**src/rtl/fcmp_pkg.sv**
```systemverilog
package fcmp_pkg;
   typedef enum logic [2:0] {
      CLS_ZERO   = 3'd0,
      CLS_DENORM = 3'd1,
      CLS_NORMAL = 3'd2,
      CLS_INF    = 3'd3,
      CLS_QNAN   = 3'd4,
      CLS_SNAN   = 3'd5,
      CLS_UNSUP  = 3'd6
   } fcls_e;

   localparam logic [2:0] CC_GT = 3'b000;
   localparam logic [2:0] CC_LT = 3'b001;
   localparam logic [2:0] CC_EQ = 3'b100;
   localparam logic [2:0] CC_UN = 3'b111;
endpackage

```
**src/rtl/fcmp_classify.sv**
```systemverilog
module fcmp_classify
   import fcmp_pkg::*;
#(
   parameter int EXP_W = 15,
   parameter int SIG_W = 64,
   localparam int TOT_W = 1 + EXP_W + SIG_W
) (
   input  logic [TOT_W-1:0] op,
   output fcls_e            cls,
   output logic             sign
);
   logic [EXP_W-1:0] exp_f;
   logic [SIG_W-1:0] sig_f;
   logic             int_bit;
   logic             quiet_bit;
   logic             frac_nz;

   assign sign      = op[TOT_W-1];
   assign exp_f     = op[SIG_W +: EXP_W];
   assign sig_f     = op[SIG_W-1:0];
   assign int_bit   = sig_f[SIG_W-1];
   assign quiet_bit = sig_f[SIG_W-2];
   assign frac_nz   = |sig_f[SIG_W-2:0];

   always_comb begin
      if (exp_f == '0) begin
         cls = (sig_f == '0) ? CLS_ZERO : CLS_DENORM;
      end else if (!int_bit) begin
         cls = CLS_UNSUP;
      end else if (&exp_f) begin
         if (!frac_nz)      cls = CLS_INF;
         else if (quiet_bit) cls = CLS_QNAN;
         else                cls = CLS_SNAN;
      end else begin
         cls = CLS_NORMAL;
      end
   end
endmodule

```
**src/rtl/fcmp_order.sv**
```systemverilog
module fcmp_order
   import fcmp_pkg::*;
#(
   parameter int EXP_W     = 15,
   parameter int SIG_W     = 64,
   parameter bit CMP_SPLIT = 1'b1,
   localparam int TOT_W = 1 + EXP_W + SIG_W
) (
   input  logic [TOT_W-1:0] op_a,
   input  logic [TOT_W-1:0] op_b,
   input  logic             a_zero,
   input  logic             b_zero,
   output logic [2:0]       rel
);
   logic mag_gt;
   logic mag_eq;
   logic sa;
   logic sb;

   assign sa = op_a[TOT_W-1];
   assign sb = op_b[TOT_W-1];

   generate
      if (CMP_SPLIT) begin : g_split
         logic exp_gt, exp_eq, sig_gt, sig_eq;
         assign exp_gt = op_a[SIG_W +: EXP_W] >  op_b[SIG_W +: EXP_W];
         assign exp_eq = op_a[SIG_W +: EXP_W] == op_b[SIG_W +: EXP_W];
         assign sig_gt = op_a[SIG_W-1:0] >  op_b[SIG_W-1:0];
         assign sig_eq = op_a[SIG_W-1:0] == op_b[SIG_W-1:0];
         assign mag_gt = exp_gt | (exp_eq & sig_gt);
         assign mag_eq = exp_eq & sig_eq;
      end else begin : g_flat
         assign mag_gt = op_a[TOT_W-2:0] >  op_b[TOT_W-2:0];
         assign mag_eq = op_a[TOT_W-2:0] == op_b[TOT_W-2:0];
      end
   endgenerate

   always_comb begin
      if (a_zero && b_zero) begin
         rel = CC_EQ;
      end else if (sa != sb) begin
         rel = sa ? CC_LT : CC_GT;
      end else if (mag_eq) begin
         rel = CC_EQ;
      end else if (mag_gt ^ sa) begin
         rel = CC_GT;
      end else begin
         rel = CC_LT;
      end
   end
endmodule

```
**src/rtl/fcmp_cc_unit.sv**
```systemverilog
module fcmp_cc_unit
   import fcmp_pkg::*;
#(
   parameter int EXP_W     = 15,
   parameter int SIG_W     = 64,
   parameter bit CMP_SPLIT = 1'b1,
   localparam int TOT_W = 1 + EXP_W + SIG_W
) (
   input  logic             clk,
   input  logic             rst_n,
   input  logic             req_valid,
   input  logic             unordered_mode,
   input  logic             inv_mask,
   input  logic             stk_underflow,
   input  logic [1:0]       pop_req,
   input  logic [TOT_W-1:0] op_a,
   input  logic [TOT_W-1:0] op_b,
   output logic             rsp_valid,
   output logic [2:0]       cc,
   output logic             c1,
   output logic             exc_invalid,
   output logic             exc_denormal,
   output logic             exc_stack,
   output logic [1:0]       pop_cnt
);
   generate
      if (EXP_W < 2) begin : g_bad_exp
         $error("fcmp_cc_unit: EXP_W must be at least 2");
      end
      if (SIG_W < 3) begin : g_bad_sig
         $error("fcmp_cc_unit: SIG_W must be at least 3");
      end
   endgenerate

   logic [TOT_W-1:0] ops [2];
   fcls_e            cls [2];
   logic             sgn [2];

   assign ops[0] = op_a;
   assign ops[1] = op_b;

   generate
      for (genvar gi = 0; gi < 2; gi++) begin : g_cls
         fcmp_classify #(.EXP_W(EXP_W), .SIG_W(SIG_W)) u_cls (
            .op   (ops[gi]),
            .cls  (cls[gi]),
            .sign (sgn[gi])
         );
      end
   endgenerate

   logic [2:0] rel;

   fcmp_order #(.EXP_W(EXP_W), .SIG_W(SIG_W), .CMP_SPLIT(CMP_SPLIT)) u_order (
      .op_a   (op_a),
      .op_b   (op_b),
      .a_zero (cls[0] == CLS_ZERO),
      .b_zero (cls[1] == CLS_ZERO),
      .rel    (rel)
   );

   logic       any_qnan, any_snan, any_unsup, any_den, unord, inv_nxt;
   logic [2:0] cc_nxt;
   logic [1:0] pop_nxt;

   always_comb begin
      any_qnan  = (cls[0] == CLS_QNAN)   | (cls[1] == CLS_QNAN);
      any_snan  = (cls[0] == CLS_SNAN)   | (cls[1] == CLS_SNAN);
      any_unsup = (cls[0] == CLS_UNSUP)  | (cls[1] == CLS_UNSUP);
      any_den   = (cls[0] == CLS_DENORM) | (cls[1] == CLS_DENORM);
      unord     = any_qnan | any_snan | any_unsup;
      inv_nxt   = stk_underflow |
                  (unordered_mode ? (any_snan | any_unsup) : unord);
      if (stk_underflow) begin
         cc_nxt = inv_mask ? CC_UN : cc;
      end else if (unord) begin
         cc_nxt = (inv_nxt && !inv_mask) ? cc : CC_UN;
      end else begin
         cc_nxt = rel;
      end
      pop_nxt = (pop_req > 2'd2) ? 2'd2 : pop_req;
   end

   always_ff @(posedge clk) begin
      if (!rst_n) begin
         rsp_valid    <= 1'b0;
         cc           <= CC_GT;
         c1           <= 1'b0;
         exc_invalid  <= 1'b0;
         exc_denormal <= 1'b0;
         exc_stack    <= 1'b0;
         pop_cnt      <= 2'd0;
      end else begin
         rsp_valid <= req_valid;
         if (req_valid) begin
            cc           <= cc_nxt;
            c1           <= !stk_underflow;
            exc_invalid  <= inv_nxt;
            exc_denormal <= any_den && !stk_underflow;
            exc_stack    <= stk_underflow;
            pop_cnt      <= pop_nxt;
         end else begin
            exc_invalid  <= 1'b0;
            exc_denormal <= 1'b0;
            exc_stack    <= 1'b0;
            pop_cnt      <= 2'd0;
         end
      end
   end

   // one response pulse per request
   a_r2_resp_follows_req: assert property (@(posedge clk) disable iff (!rst_n)
      req_valid |=> rsp_valid);
   a_r2_no_spurious_resp: assert property (@(posedge clk) disable iff (!rst_n)
      !req_valid |=> !rsp_valid);
   // a quiet NaN alone in unordered mode raises nothing
   a_r4_qnan_quiet: assert property (@(posedge clk) disable iff (!rst_n)
      (req_valid && unordered_mode && !stk_underflow && any_qnan && !any_snan && !any_unsup)
      |=> (!exc_invalid && cc == CC_UN));
   // unmasked invalid keeps the condition code
   a_r5_cc_held_unmasked: assert property (@(posedge clk) disable iff (!rst_n)
      (rsp_valid && exc_invalid && !$past(inv_mask)) |-> $stable(cc));
   // C1 low on underflow
   a_r8_c1_low_on_underflow: assert property (@(posedge clk) disable iff (!rst_n)
      (rsp_valid && exc_stack) |-> (!c1 && exc_invalid && !exc_denormal));
   // pop count bounded and quiet when idle
   a_r9_pop_bounded: assert property (@(posedge clk) disable iff (!rst_n)
      pop_cnt != 2'd3);
   a_r9_idle_quiet: assert property (@(posedge clk) disable iff (!rst_n)
      !rsp_valid |-> (pop_cnt == 2'd0 && !exc_invalid && !exc_denormal && !exc_stack));
endmodule

```
**config.mk**
```make
export PLATFORM = sky130hd
export DESIGN_NAME = fcmp_cc_unit
export DESIGN_NICKNAME = d
export VERILOG_FILES = /design/src/rtl/fcmp_pkg.sv /design/src/rtl/fcmp_classify.sv /design/src/rtl/fcmp_order.sv /design/src/rtl/fcmp_cc_unit.sv
export SDC_FILE = /design/constraint.sdc
export NUM_CORES = 1
export LEC_CHECK = 0
export CAP_MARGIN = 20
export CORE_MARGIN = 2
export CORE_UTILIZATION = 60
export DETAILED_ROUTE_END_ITERATION = 6
export DONT_BUFFER_PORTS = 1
export PLACE_DENSITY = 0.85
export SLEW_MARGIN = 20
export SYNTH_ARGS = -nofsm -noshare
export SYNTH_HDL_FRONTEND = slang
export SYNTH_SLANG_ARGS = --single-unit
```
**constraint.sdc**
```tcl
create_clock -name clk -period 1.85 [get_ports clk]
set_input_delay 0.0925 -clock clk [delete_from_list [all_inputs] [get_ports clk]]
set_output_delay 0.0925 -clock clk [all_outputs]
set_load 0.03 [all_outputs]
```
==> out/summary.txt <==
Status -> complete, but fails checks
Failing checks -> negative setup slack
Register area share after synthesis -> 0.0691
Vias per Instance -> 6.53
Layout cell share with drive strength beyond 1 -> 0.156
Share of flip-flops with an asynchronous set or reset -> 0
Most frequent cells in the layout -> 80 x inv_1, 76 x ha_1, 33 x a21oi_1, 31 x nand4_1
Total power -> 1.03 mW
Final worst setup slack -> -0.0258 ns
Initial antenna violation count -> 0
Final #Nets -> 677
Post-detail-place hpwl -> 7.99 mm
Final Setup Violations -> 2
DR WL/cell -> 18.3 um
Clk_skew -> 0 ns
Syn nets -> 642
Pins Over Slew Limit -> 0
Via count -> 3,152
Avg Cell Area, Syn -> 7.34 um^2
First-pass GRT wire length -> 13.6 mm
Core Region -> 4690 um^2
Grt peak-use layer -> met2
Post-synth EDFFs -> 0
Rows -> 25
Crit path capture type -> flip-flop
Htree depth -> 1
Worst Max-Slew Pin Slew -> 0.529 ns
Pleak -> 1.71 nW
Drt total wl -> 8.85 mm
Global route overflow -> 0
Met1 GRT Util -> 0.377
Critical Path AT -> 2.02 ns
# diodes -> 0
GPL Wtd Cong -> 0.867
Area Growth Syn to Fin -> 18.1%
CTS sink cnt -> 10
VDD IR max -> 0.000311 V
Max-Cap Viols -> 0
TritonCTS clock tree -> done
Post-Syn Instances -> 395
Die Y -> 73.5 um
Post-place setup slack -> -0.520 ns
Met2 usage -> 0.557
Yosys warns -> 0
Vias in the first global route -> 3,259
DIE WIDTH -> 73.5 um
Setup CP Type -> input pin to flip-flop
WP data required -> 1.99 ns
Commonest non-fill, non-tap cell in the layout -> inv_1
Power per Cell Area -> 301 nW/um^2
Fmax achieved -> 0.533 GHz
#FFs+latches synth -> 10
Root buffer cell -> clkbuf_8
Tmin final -> 1.88 ns
Tot GR Track Use -> 0.314
Starting Density -> 0.618
Critical Path Fanout Max -> 4
Hold crit path type -> input pin to flip-flop
Clock-pin transition on the worst setup and hold timing paths -> 0.05 ns
Final-report hold violation count -> 0
First-pass DRT Iterations -> 4
Full die area -> 5400 um^2
Fin crit share -> 1.01
Mapped cell area -> 2900 um^2
Final setup TNS -> -0.0360 ns
Routed Antenna Nets -> 0
CTS Buf Count -> 3
IO buf count -> 0
RSZ-0062 raised after global routing -> yes
Met3 GRT Util -> 0.0864
Worst rel slew slack -> 0.644
Worst-skew pair later-pin latency -> 0.23 ns
Largest net degree at the start of global routing -> 8
# DRC -> 0
Initial drt markers -> 126
I/O pins -> 178
Synth Flop Type -> dfxtp_1
Synth unique cells -> 45
Setup crit start kind -> input pin
Clk buf depth -> 2
==> layer usage <==
metal / wire (um) / share of wire
met3: 927 / 0.10
met2: 4240 / 0.48
met4: 159 / 0.018
met5: 0 / 0
met1: 3530 / 0.40
==> power breakdown <==
| group | leakage (nW) | internal [mW] | switching [mW] | total (mW) |
|---|---|---|---|---|
| Combinational | 1.60 | 0.255 | 0.245 | 0.500 |
| Clock | 0.0288 | 0.187 | 0.0843 | 0.271 |
| Sequential | 0.0825 | 0.229 | 0.0319 | 0.260 |
| Total | 1.71 | 0.671 | 0.361 | 1.03 |
==> kinds of logic after synthesis <==
group	after synthesis	synth area share
AOI/OAI and AO/OA	73	0.163
xor gates and xnor gates	1	0.00302
adders and majority gates	79	0.341
buffers and inverters	84	0.109
DFF	10	0.0691
muxes	1	0.00345
and+or+nand+nor	147	0.312
==> through the flow <==
| stage | cells | utilization | hold WS (ns) | area, um^2 |
|---|---|---|---|---|
| after detailed placement | 475 | 0.687 | 0.175 | 3220 |
| after global placement | 475 | 0.687 | 0.171 | 3220 |
| final | 483 | 0.730 | 0.00332 | 3420 |
| after global routing | 483 | 0.730 | 0.00943 | 3420 |
| after floorplan | 395 | - | 0.169 | 2960 |
| after CTS | 483 | 0.727 | 0.00177 | 3410 |
==> worst max-delay path, stage by stage <==
cell and delay, ns:
nor4_4 0.33, buf_4 0.18, nand4_1 0.14, nor4_4 0.35, nand2_1 0.09, or4_4 0.42
and3_4 0.19, a311oi_1 0.23
==> area by class of cell <==
cell class,instances,area [um^2]
clock buffers,4,55.1
fillers,382,1270
inverters,84,315
multi-input cells,301,2550
flip-flops and latches,10,200
well taps,54,67.6
repair buffers,30,233
==> registers in the layout, summed over array words and instances (netlist names) <==
name and cells:
c1 1, cc 3, exc_denormal 1, exc_invalid 1, exc_stack 1, pop_cnt 2
rsp_valid 1
==> synth_stat cells, types with 2 or more instances <==
| master | count | area, um^2 |
|---|---|---|
| a211oi_1 | 4 | 30.0 |
| a21o_1 | 6 | 45.0 |
| a21oi_1 | 34 | 170 |
| a221oi_1 | 2 | 17.5 |
| and3_1 | 3 | 18.8 |
| and4_1 | 2 | 17.5 |
| dfxtp_1 | 10 | 200 |
| ha_1 | 79 | 988 |
| inv_1 | 84 | 315 |
| nand2_1 | 20 | 75.1 |
| nand3_1 | 13 | 65.1 |
| nand4_1 | 31 | 194 |
| nor2_1 | 13 | 48.8 |
| nor2b_1 | 4 | 25.0 |
| nor3_1 | 9 | 45.0 |
| nor3b_1 | 2 | 15.0 |
| nor4_1 | 35 | 219 |
| nor4_2 | 7 | 87.6 |
| o211ai_1 | 2 | 15.0 |
| o21a_1 | 3 | 22.5 |
| o21ai_0 | 7 | 35.0 |
| o21ai_1 | 2 | 10.0 |
==> final timing paths <==
path                                    startpoint                    to  slack (ns)  cells past startpoint
worst min-delay path                     req_valid  exc_stack$_SDFF_PN0_       0.003                      1
worst max-delay path                      op_a[15]    cc[2]$_SDFFE_PN0P_       -0.03                      8
worst max register to register  cc[0]$_SDFFE_PN0P_    cc[0]$_SDFFE_PN0P_        0.88                      2
worst min register to register     c1$_SDFFE_PN0P_       c1$_SDFFE_PN0P_        0.63                      2
==> repair_timing <==
item,CTS,global route
endpoints found under the hold margin,3,0
pin swaps,6,5
resized for setup,14,2
buffers inserted,1,0
hold buffers,3,0
endpoints found under the setup margin,3,2
(Power assumes the default switching activity.)
